**src/rtl/dws_pkg.sv**
```systemverilog
package dws_pkg;

  typedef enum logic [3:0] {
    OP_NOP   = 4'd0,
    OP_SCCLR = 4'd1,
    OP_SCRD  = 4'd2,
    OP_ALS   = 4'd3,
    OP_LLS   = 4'd4,
    OP_LRS   = 4'd5,
    OP_LLSS  = 4'd6,
    OP_LRSS  = 4'd7,
    OP_NORM  = 4'd8,
    OP_NORMS = 4'd9
  } op_e;

  typedef enum logic [1:0] {
    DIR_ACL   = 2'd0,
    DIR_LONGL = 2'd1,
    DIR_LONGR = 2'd2
  } dir_e;

  typedef enum logic [2:0] {
    SC_HOLD = 3'd0,
    SC_CLR  = 3'd1,
    SC_NEG  = 3'd2,
    SC_INV  = 3'd3,
    SC_INC  = 3'd4
  } sc_cmd_e;

  typedef enum logic [2:0] {
    R_HOLD = 3'd0,
    R_SCRD = 3'd1,
    R_SIGN = 3'd2,
    R_STEP = 3'd3
  } reg_cmd_e;

endpackage

```
**src/rtl/dws_step_ctr.sv**
```systemverilog
module dws_step_ctr
  import dws_pkg::*;
#(
  parameter int SCW = 6
) (
  input  logic           clk,
  input  logic           rst_ni,
  input  sc_cmd_e        cmd,
  input  logic [SCW-1:0] cnt,
  output logic [SCW-1:0] sc,
  output logic           sc_zero,
  output logic           sc_full
);

  logic [SCW-1:0] sc_d;
  logic           sc_en;

  always_comb begin
    sc_d = sc;
    case (cmd)
      SC_CLR:  sc_d = '0;
      SC_NEG:  sc_d = SCW'(0) - cnt;
      SC_INV:  sc_d = ~cnt;
      SC_INC:  sc_d = sc + SCW'(1);
      default: sc_d = sc;
    endcase
  end

  assign sc_en = (cmd != SC_HOLD);

  always_ff @(posedge clk or negedge rst_ni) begin
    if (!rst_ni)    sc <= '0;
    else if (sc_en) sc <= sc_d;
  end

  assign sc_zero = (sc == '0);
  assign sc_full = (sc == '1);

  // one step adds exactly one, wrapping at the top
  p_sc_step_r6: assert property (@(posedge clk) disable iff (!rst_ni)
    (cmd == SC_INC) |=> (sc == SCW'($past(sc) + SCW'(1))));

endmodule

```
**src/rtl/dws_shift_path.sv**
```systemverilog
module dws_shift_path
  import dws_pkg::*;
#(
  parameter int W = 18
) (
  input  logic [W-1:0] ac_i,
  input  logic [W-1:0] mq_i,
  input  logic         link_i,
  input  dir_e         dir,
  output logic [W-1:0] ac_o,
  output logic [W-1:0] mq_o
);

  always_comb begin
    ac_o = ac_i;
    mq_o = mq_i;
    case (dir)
      DIR_ACL: begin
        ac_o = {ac_i[W-2:0], link_i};
      end
      DIR_LONGL: begin
        ac_o = {ac_i[W-2:0], mq_i[W-1]};
        mq_o = {mq_i[W-2:0], link_i};
      end
      DIR_LONGR: begin
        ac_o = {link_i, ac_i[W-1:1]};
        mq_o = {ac_i[0], mq_i[W-1:1]};
      end
      default: begin
        ac_o = ac_i;
        mq_o = mq_i;
      end
    endcase
  end

endmodule

```
**src/rtl/dws_ctrl.sv**
```systemverilog
module dws_ctrl
  import dws_pkg::*;
#(
  parameter int SCW = 6
) (
  input  logic           clk,
  input  logic           rst_ni,
  input  logic           start,
  input  op_e            op,
  input  logic [SCW-1:0] cnt,
  input  logic           sc_zero,
  input  logic           sc_full,
  input  logic           nrm_diff,
  output sc_cmd_e        sc_cmd,
  output reg_cmd_e       reg_cmd,
  output dir_e           dir,
  output logic           busy,
  output logic           done
);

  typedef enum logic {ST_IDLE = 1'b0, ST_RUN = 1'b1} st_e;

  st_e  st_q, st_d;
  op_e  mode_q, mode_d;
  logic mode_en;
  logic done_q, done_d;
  logic is_norm;
  logic stop;

  assign is_norm = (mode_q == OP_NORM) || (mode_q == OP_NORMS);
  assign stop    = is_norm ? (sc_full || nrm_diff) : sc_zero;

  always_comb begin
    st_d    = st_q;
    mode_d  = mode_q;
    mode_en = 1'b0;
    done_d  = 1'b0;
    sc_cmd  = SC_HOLD;
    reg_cmd = R_HOLD;
    if (st_q == ST_IDLE) begin
      if (start) begin
        case (op)
          OP_SCCLR: begin
            sc_cmd = SC_CLR;
            done_d = 1'b1;
          end
          OP_SCRD: begin
            reg_cmd = R_SCRD;
            done_d  = 1'b1;
          end
          OP_ALS, OP_LLS, OP_LRS, OP_LLSS, OP_LRSS: begin
            sc_cmd  = SC_NEG;
            st_d    = ST_RUN;
            mode_d  = op;
            mode_en = 1'b1;
            if ((op == OP_LLSS || op == OP_LRSS) && (cnt != '0))
              reg_cmd = R_SIGN;
          end
          OP_NORM, OP_NORMS: begin
            sc_cmd  = SC_INV;
            st_d    = ST_RUN;
            mode_d  = op;
            mode_en = 1'b1;
            if ((op == OP_NORMS) && (cnt != '0))
              reg_cmd = R_SIGN;
          end
          default: done_d = 1'b1;
        endcase
      end
    end else begin
      if (stop) begin
        st_d   = ST_IDLE;
        done_d = 1'b1;
      end else begin
        sc_cmd  = SC_INC;
        reg_cmd = R_STEP;
      end
    end
  end

  always_comb begin
    case (mode_q)
      OP_ALS:          dir = DIR_ACL;
      OP_LRS, OP_LRSS: dir = DIR_LONGR;
      default:         dir = DIR_LONGL;
    endcase
  end

  always_ff @(posedge clk or negedge rst_ni) begin
    if (!rst_ni) begin
      st_q   <= ST_IDLE;
      done_q <= 1'b0;
    end else begin
      st_q   <= st_d;
      done_q <= done_d;
    end
  end

  always_ff @(posedge clk or negedge rst_ni) begin
    if (!rst_ni)      mode_q <= OP_NOP;
    else if (mode_en) mode_q <= mode_d;
  end

  assign busy = (st_q == ST_RUN);
  assign done = done_q;

  // a start during a run does not change the latched operation
  p_start_ignored_r10: assert property (@(posedge clk) disable iff (!rst_ni)
    (busy && start) |=> (mode_q == $past(mode_q)));

  // a shift run whose counter has reached zero finishes next cycle
  p_zero_stop_r4: assert property (@(posedge clk) disable iff (!rst_ni)
    (busy && !is_norm && sc_zero) |=> (done && !busy));

  // normalize keeps running while sign bits agree and the limit is not reached
  p_norm_cont_r8: assert property (@(posedge clk) disable iff (!rst_ni)
    (busy && is_norm && !nrm_diff && !sc_full) |=> busy);

  // done is only raised while idle
  p_done_idle_r9: assert property (@(posedge clk) disable iff (!rst_ni)
    done |-> !busy);

endmodule

```
**src/rtl/dws_unit.sv**
```systemverilog
module dws_unit
  import dws_pkg::*;
#(
  parameter int W   = 18,
  parameter int SCW = 6
) (
  input  logic           clk,
  input  logic           rst_n,
  input  logic           start,
  input  logic [3:0]     op,
  input  logic [SCW-1:0] count,
  input  logic           wr_ac,
  input  logic [W-1:0]   wr_ac_val,
  input  logic           wr_mq,
  input  logic [W-1:0]   wr_mq_val,
  input  logic           wr_link,
  input  logic           wr_link_val,
  output logic [W-1:0]   ac,
  output logic [W-1:0]   mq,
  output logic           link,
  output logic           busy,
  output logic           done
);

  localparam int PADW = W - SCW;

  logic [1:0]     rs_q;
  logic           rst_ni;
  sc_cmd_e        sc_cmd;
  reg_cmd_e       reg_cmd;
  dir_e           dir;
  logic [SCW-1:0] sc;
  logic           sc_zero;
  logic           sc_full;
  logic           nrm_diff;
  logic [W-1:0]   ac_q, ac_d, ac_s;
  logic [W-1:0]   mq_q, mq_d, mq_s;
  logic           link_q, link_d;
  logic           wr_ok;

  always_ff @(posedge clk or negedge rst_n) begin
    if (!rst_n) rs_q <= 2'b00;
    else        rs_q <= {rs_q[0], 1'b1};
  end
  assign rst_ni = rs_q[1];

  assign nrm_diff = ac_q[W-1] ^ ac_q[W-2];

  dws_ctrl #(.SCW(SCW)) u_ctrl (
    .clk      (clk),
    .rst_ni   (rst_ni),
    .start    (start),
    .op       (op_e'(op)),
    .cnt      (count),
    .sc_zero  (sc_zero),
    .sc_full  (sc_full),
    .nrm_diff (nrm_diff),
    .sc_cmd   (sc_cmd),
    .reg_cmd  (reg_cmd),
    .dir      (dir),
    .busy     (busy),
    .done     (done)
  );

  dws_step_ctr #(.SCW(SCW)) u_sc (
    .clk     (clk),
    .rst_ni  (rst_ni),
    .cmd     (sc_cmd),
    .cnt     (count),
    .sc      (sc),
    .sc_zero (sc_zero),
    .sc_full (sc_full)
  );

  dws_shift_path #(.W(W)) u_path (
    .ac_i   (ac_q),
    .mq_i   (mq_q),
    .link_i (link_q),
    .dir    (dir),
    .ac_o   (ac_s),
    .mq_o   (mq_s)
  );

  assign wr_ok = !busy && !start;

  always_comb begin
    ac_d   = ac_q;
    mq_d   = mq_q;
    link_d = link_q;
    case (reg_cmd)
      R_SCRD: ac_d   = {{PADW{1'b0}}, sc};
      R_SIGN: link_d = ac_q[W-1];
      R_STEP: begin
        ac_d = ac_s;
        mq_d = mq_s;
      end
      default: begin
        if (wr_ok && wr_ac)   ac_d   = wr_ac_val;
        if (wr_ok && wr_mq)   mq_d   = wr_mq_val;
        if (wr_ok && wr_link) link_d = wr_link_val;
      end
    endcase
  end

  always_ff @(posedge clk or negedge rst_ni) begin
    if (!rst_ni) begin
      ac_q   <= '0;
      mq_q   <= '0;
      link_q <= 1'b0;
    end else begin
      ac_q   <= ac_d;
      mq_q   <= mq_d;
      link_q <= link_d;
    end
  end

  assign ac   = ac_q;
  assign mq   = mq_q;
  assign link = link_q;

  // the accumulator-only shift never touches mq
  p_als_mq_r3: assert property (@(posedge clk) disable iff (!rst_ni)
    (busy && dir == DIR_ACL) |=> $stable(mq_q));

  // the link stays fixed across the steps of a run
  p_link_hold_r2: assert property (@(posedge clk) disable iff (!rst_ni)
    (busy && $past(busy)) |-> $stable(link_q));

  // writes during a run leave a long right shift on its bit path
  p_wr_busy_r11: assert property (@(posedge clk) disable iff (!rst_ni)
    (busy && dir == DIR_LONGR && !sc_zero) |=> (mq_q[W-1] == $past(ac_q[0])));

endmodule

```
**config.mk**
```make
export PLATFORM = sky130hd
export DESIGN_NAME = dws_unit
export DESIGN_NICKNAME = d
export VERILOG_FILES = /design/src/rtl/dws_pkg.sv /design/src/rtl/dws_step_ctr.sv /design/src/rtl/dws_shift_path.sv /design/src/rtl/dws_ctrl.sv /design/src/rtl/dws_unit.sv
export SDC_FILE = /design/constraint.sdc
export NUM_CORES = 1
export LEC_CHECK = 0
export CORE_MARGIN = 2
export CORE_UTILIZATION = 25
export CTS_CLUSTER_SIZE = 25
export DETAILED_ROUTE_END_ITERATION = 12
export PLACE_DENSITY = 0.55
export SLEW_MARGIN = 10
export SYNTH_ARGS = -nofsm -noshare
export SYNTH_HDL_FRONTEND = slang
export SYNTH_SLANG_ARGS = --single-unit
export TNS_END_PERCENT = 10
```
**constraint.sdc**
```tcl
create_clock -name clk -period 1.66 [get_ports clk]
set_input_delay 0.166 -clock clk [delete_from_list [all_inputs] [get_ports clk]]
set_output_delay 0.166 -clock clk [all_outputs]
set_load 0.1 [all_outputs]
```
==> results.cfg <==
[synthesis]
synth_edf_count = 0
synth_warnings = 0
synthCells = 344
synth-seq-cells = 51
netlist_top_cells_count = 51 x dfrtp_1, 40 x nor2_1, 39 x mux2_2
synth_nets = 403
ys_seq_area_share_pct = 38.4
synth_top_area_cell = dfrtp_1
ys_async_sr_fraction_pct = 100
avgSynthCellArea_um2 = 9.66
ys_types = 56
yosysMostFrequentCell = dfrtp_1
synth_ff_type = dfrtp_1
synth_top_area_share_pct = 38.4
syn_area_mm2 = 0.00332
synth.area.top_cells = dfrtp_1 38%, mux2_2 13%, mux2i_1 5.7%

[drt]
viasPerCell = 4.79
wl_per_cell_um = 14.9
drc = 0
antenna_left = 0
detail_route.first_pass.iterations = 6
drt_iter0_drc = 151
num_vias = 3124
drt-total-wl_um = 9690

[die]
rows = 42
die_h_um = 119
start_util_pct = 25.4
die-area_mm2 = 0.0142
pin_count = 92
coreArea_mm2 = 0.0131
die_w_um = 119

[sta]
finalSetupTns_ps = -41570
hold_viol = 0
slew_viol_final = 0
fin_skew_ps = 6.94
period_needed_ps = 2790
worst_slack_ps = -1130
rsz0062_at_grt = true
period_share_pct = 168
max_freq_mhz = 359
setup_viol = 45
worst_hold_slack_ps = 51.2

[layout]
final_area_mm2 = 0.00551
fin_nets = 534
n_fill_cell = 1225
area_delta_synth_final_pct = 65.8
drive_gt1_share_pct = 35.1
fin_cells = 652
n_antenna_cell = 0

[clock_network]
cts_inserted_buffers = 5
cts.sinks = 51
hold_buffers = 0
clk_pin_slew_ps = 70
cts_tree = done
clk_latency_ps = 290
clockBufferDepth = 2
root_buffer = clkbuf_16
cts_max_level = 2

[global_routing]
grt_pass1_wl_um = 16200
grt_use_total_pct = 14.1
antenna_found_initial = 0
overflow = 0
grt_pass1_vias = 3250
grt_max_degree = 30

[critical_path]
worst_setup_path_end_kind = flip-flop
worstPathRequired_ps = 1830
critPathKind = flip-flop to flip-flop
worstPathMaxFanout = 18
arrival_ps = 2950
crit_path_start_kind = flip-flop
worst-r2r-cell-count = 11

[place]
place_hpwl_um = 7480
place_area_mm2 = 0.00530
place_congestion = 0.851
placedCellCount = 644
io_buffers = 91

[worst_hold_path]
hold_path_class = primary input to async pin

[status]
status = complete, but fails checks
violations = negative setup slack

[flow_run]
maxCapViolCount = 0
flip-flops by register name, indices dropped and copies added (netlist names):
name / cells
u_ctrl.busy: 1
u_ctrl.done: 1
ac: 18
u_sc.sc: 6
mq: 18
link: 1
u_ctrl.mode_q: 4
rs_q: 2
area by class of cell:
| cell class | instances | area [um2] | share of cell area, % |
|---|---|---|---|
| multi-input cells | 258 | 1970 | 35.7 |
| repair buffers | 149 | 1850 | 33.5 |
| flip-flops and latches | 51 | 1280 | 23.2 |
| well taps | 176 | 220 | 4.00 |
| clock buffers | 8 | 156 | 2.84 |
| inverters | 10 | 37.5 | 0.682 |
final timing paths:
kind	slack [ps]	start	end
worst max-delay path	-1130	u_sc.sc[0]	mq[2]
worst min-delay path	50	rst_n	rs_q[0]
worst max register to register	-1130	u_sc.sc[0]	mq[2]
worst min register to register	180	rs_q[1]	mq[14]
max in group asynchronous	980	rs_q[1]	mq[12]
min in group clk	300	op[1]	u_ctrl.mode_q[1]
layout by cell type (no fill, tap or decap), types with 6 or more instances in the layout:
cell	instances
mux2_2	36
nor2_1	40
mux2i_1	19
inv_1	9
nand2_1	15
a21oi_1	32
o31ai_1	6
a31oi_1	12
buf_4	49
o21ai_1	6
o21ai_0	8
buf_12	47
nand3_1	8
o211ai_1	13
dfrtp_1	48
clkdlybuf4s50_1	50
cell families after synthesis:
kind of cell	synth area share, %
mux	19.4
fa+ha+maj	2.26
buf+inv	5.12
xor+xnor	1.58
compound gates	21.3
flops	38.4
simple gates	11.8
other cells	0.113
repair_timing:
action / 4_1_cts / 5_1_grt
gates resized for setup: 7 / 7
setup buffers: 0 / 0
pin swaps: 12 / 3
endpoints found under the setup margin: 49 / 49
through the flow:
step,utilization [%],setup WS [ps]
after floorplan,-,-1310
after global placement,40.5,-1310
after detailed placement,40.5,-1390
after CTS,41.9,-1140
after global routing,42.1,-1250
final,42.1,-1130
worst max-delay path: stages (launching register included):
cell,delay (ps)
dfrtp_1,380
inv_1,60
ha_1,120
or4b_1,430
o21a_1,230
o21ai_4,240
o21ai_4,120
ha_4,190
and4b_1,200
nor3_4,150
buf_12,180
mux2_2,340
per-layer routing:
layer	up-vias	routed length (um)	track usage [%]
met5	-	0	0
met4	0	57	2.53
met3	4	408	2.59
met2	70	4770	23.9
met1	1510	4460	18.9
li1	1540	-	-
Power is left out: the tool's default activity adds up to more than one toggle a clock period on the data nets, which glitch-free logic cannot reach.
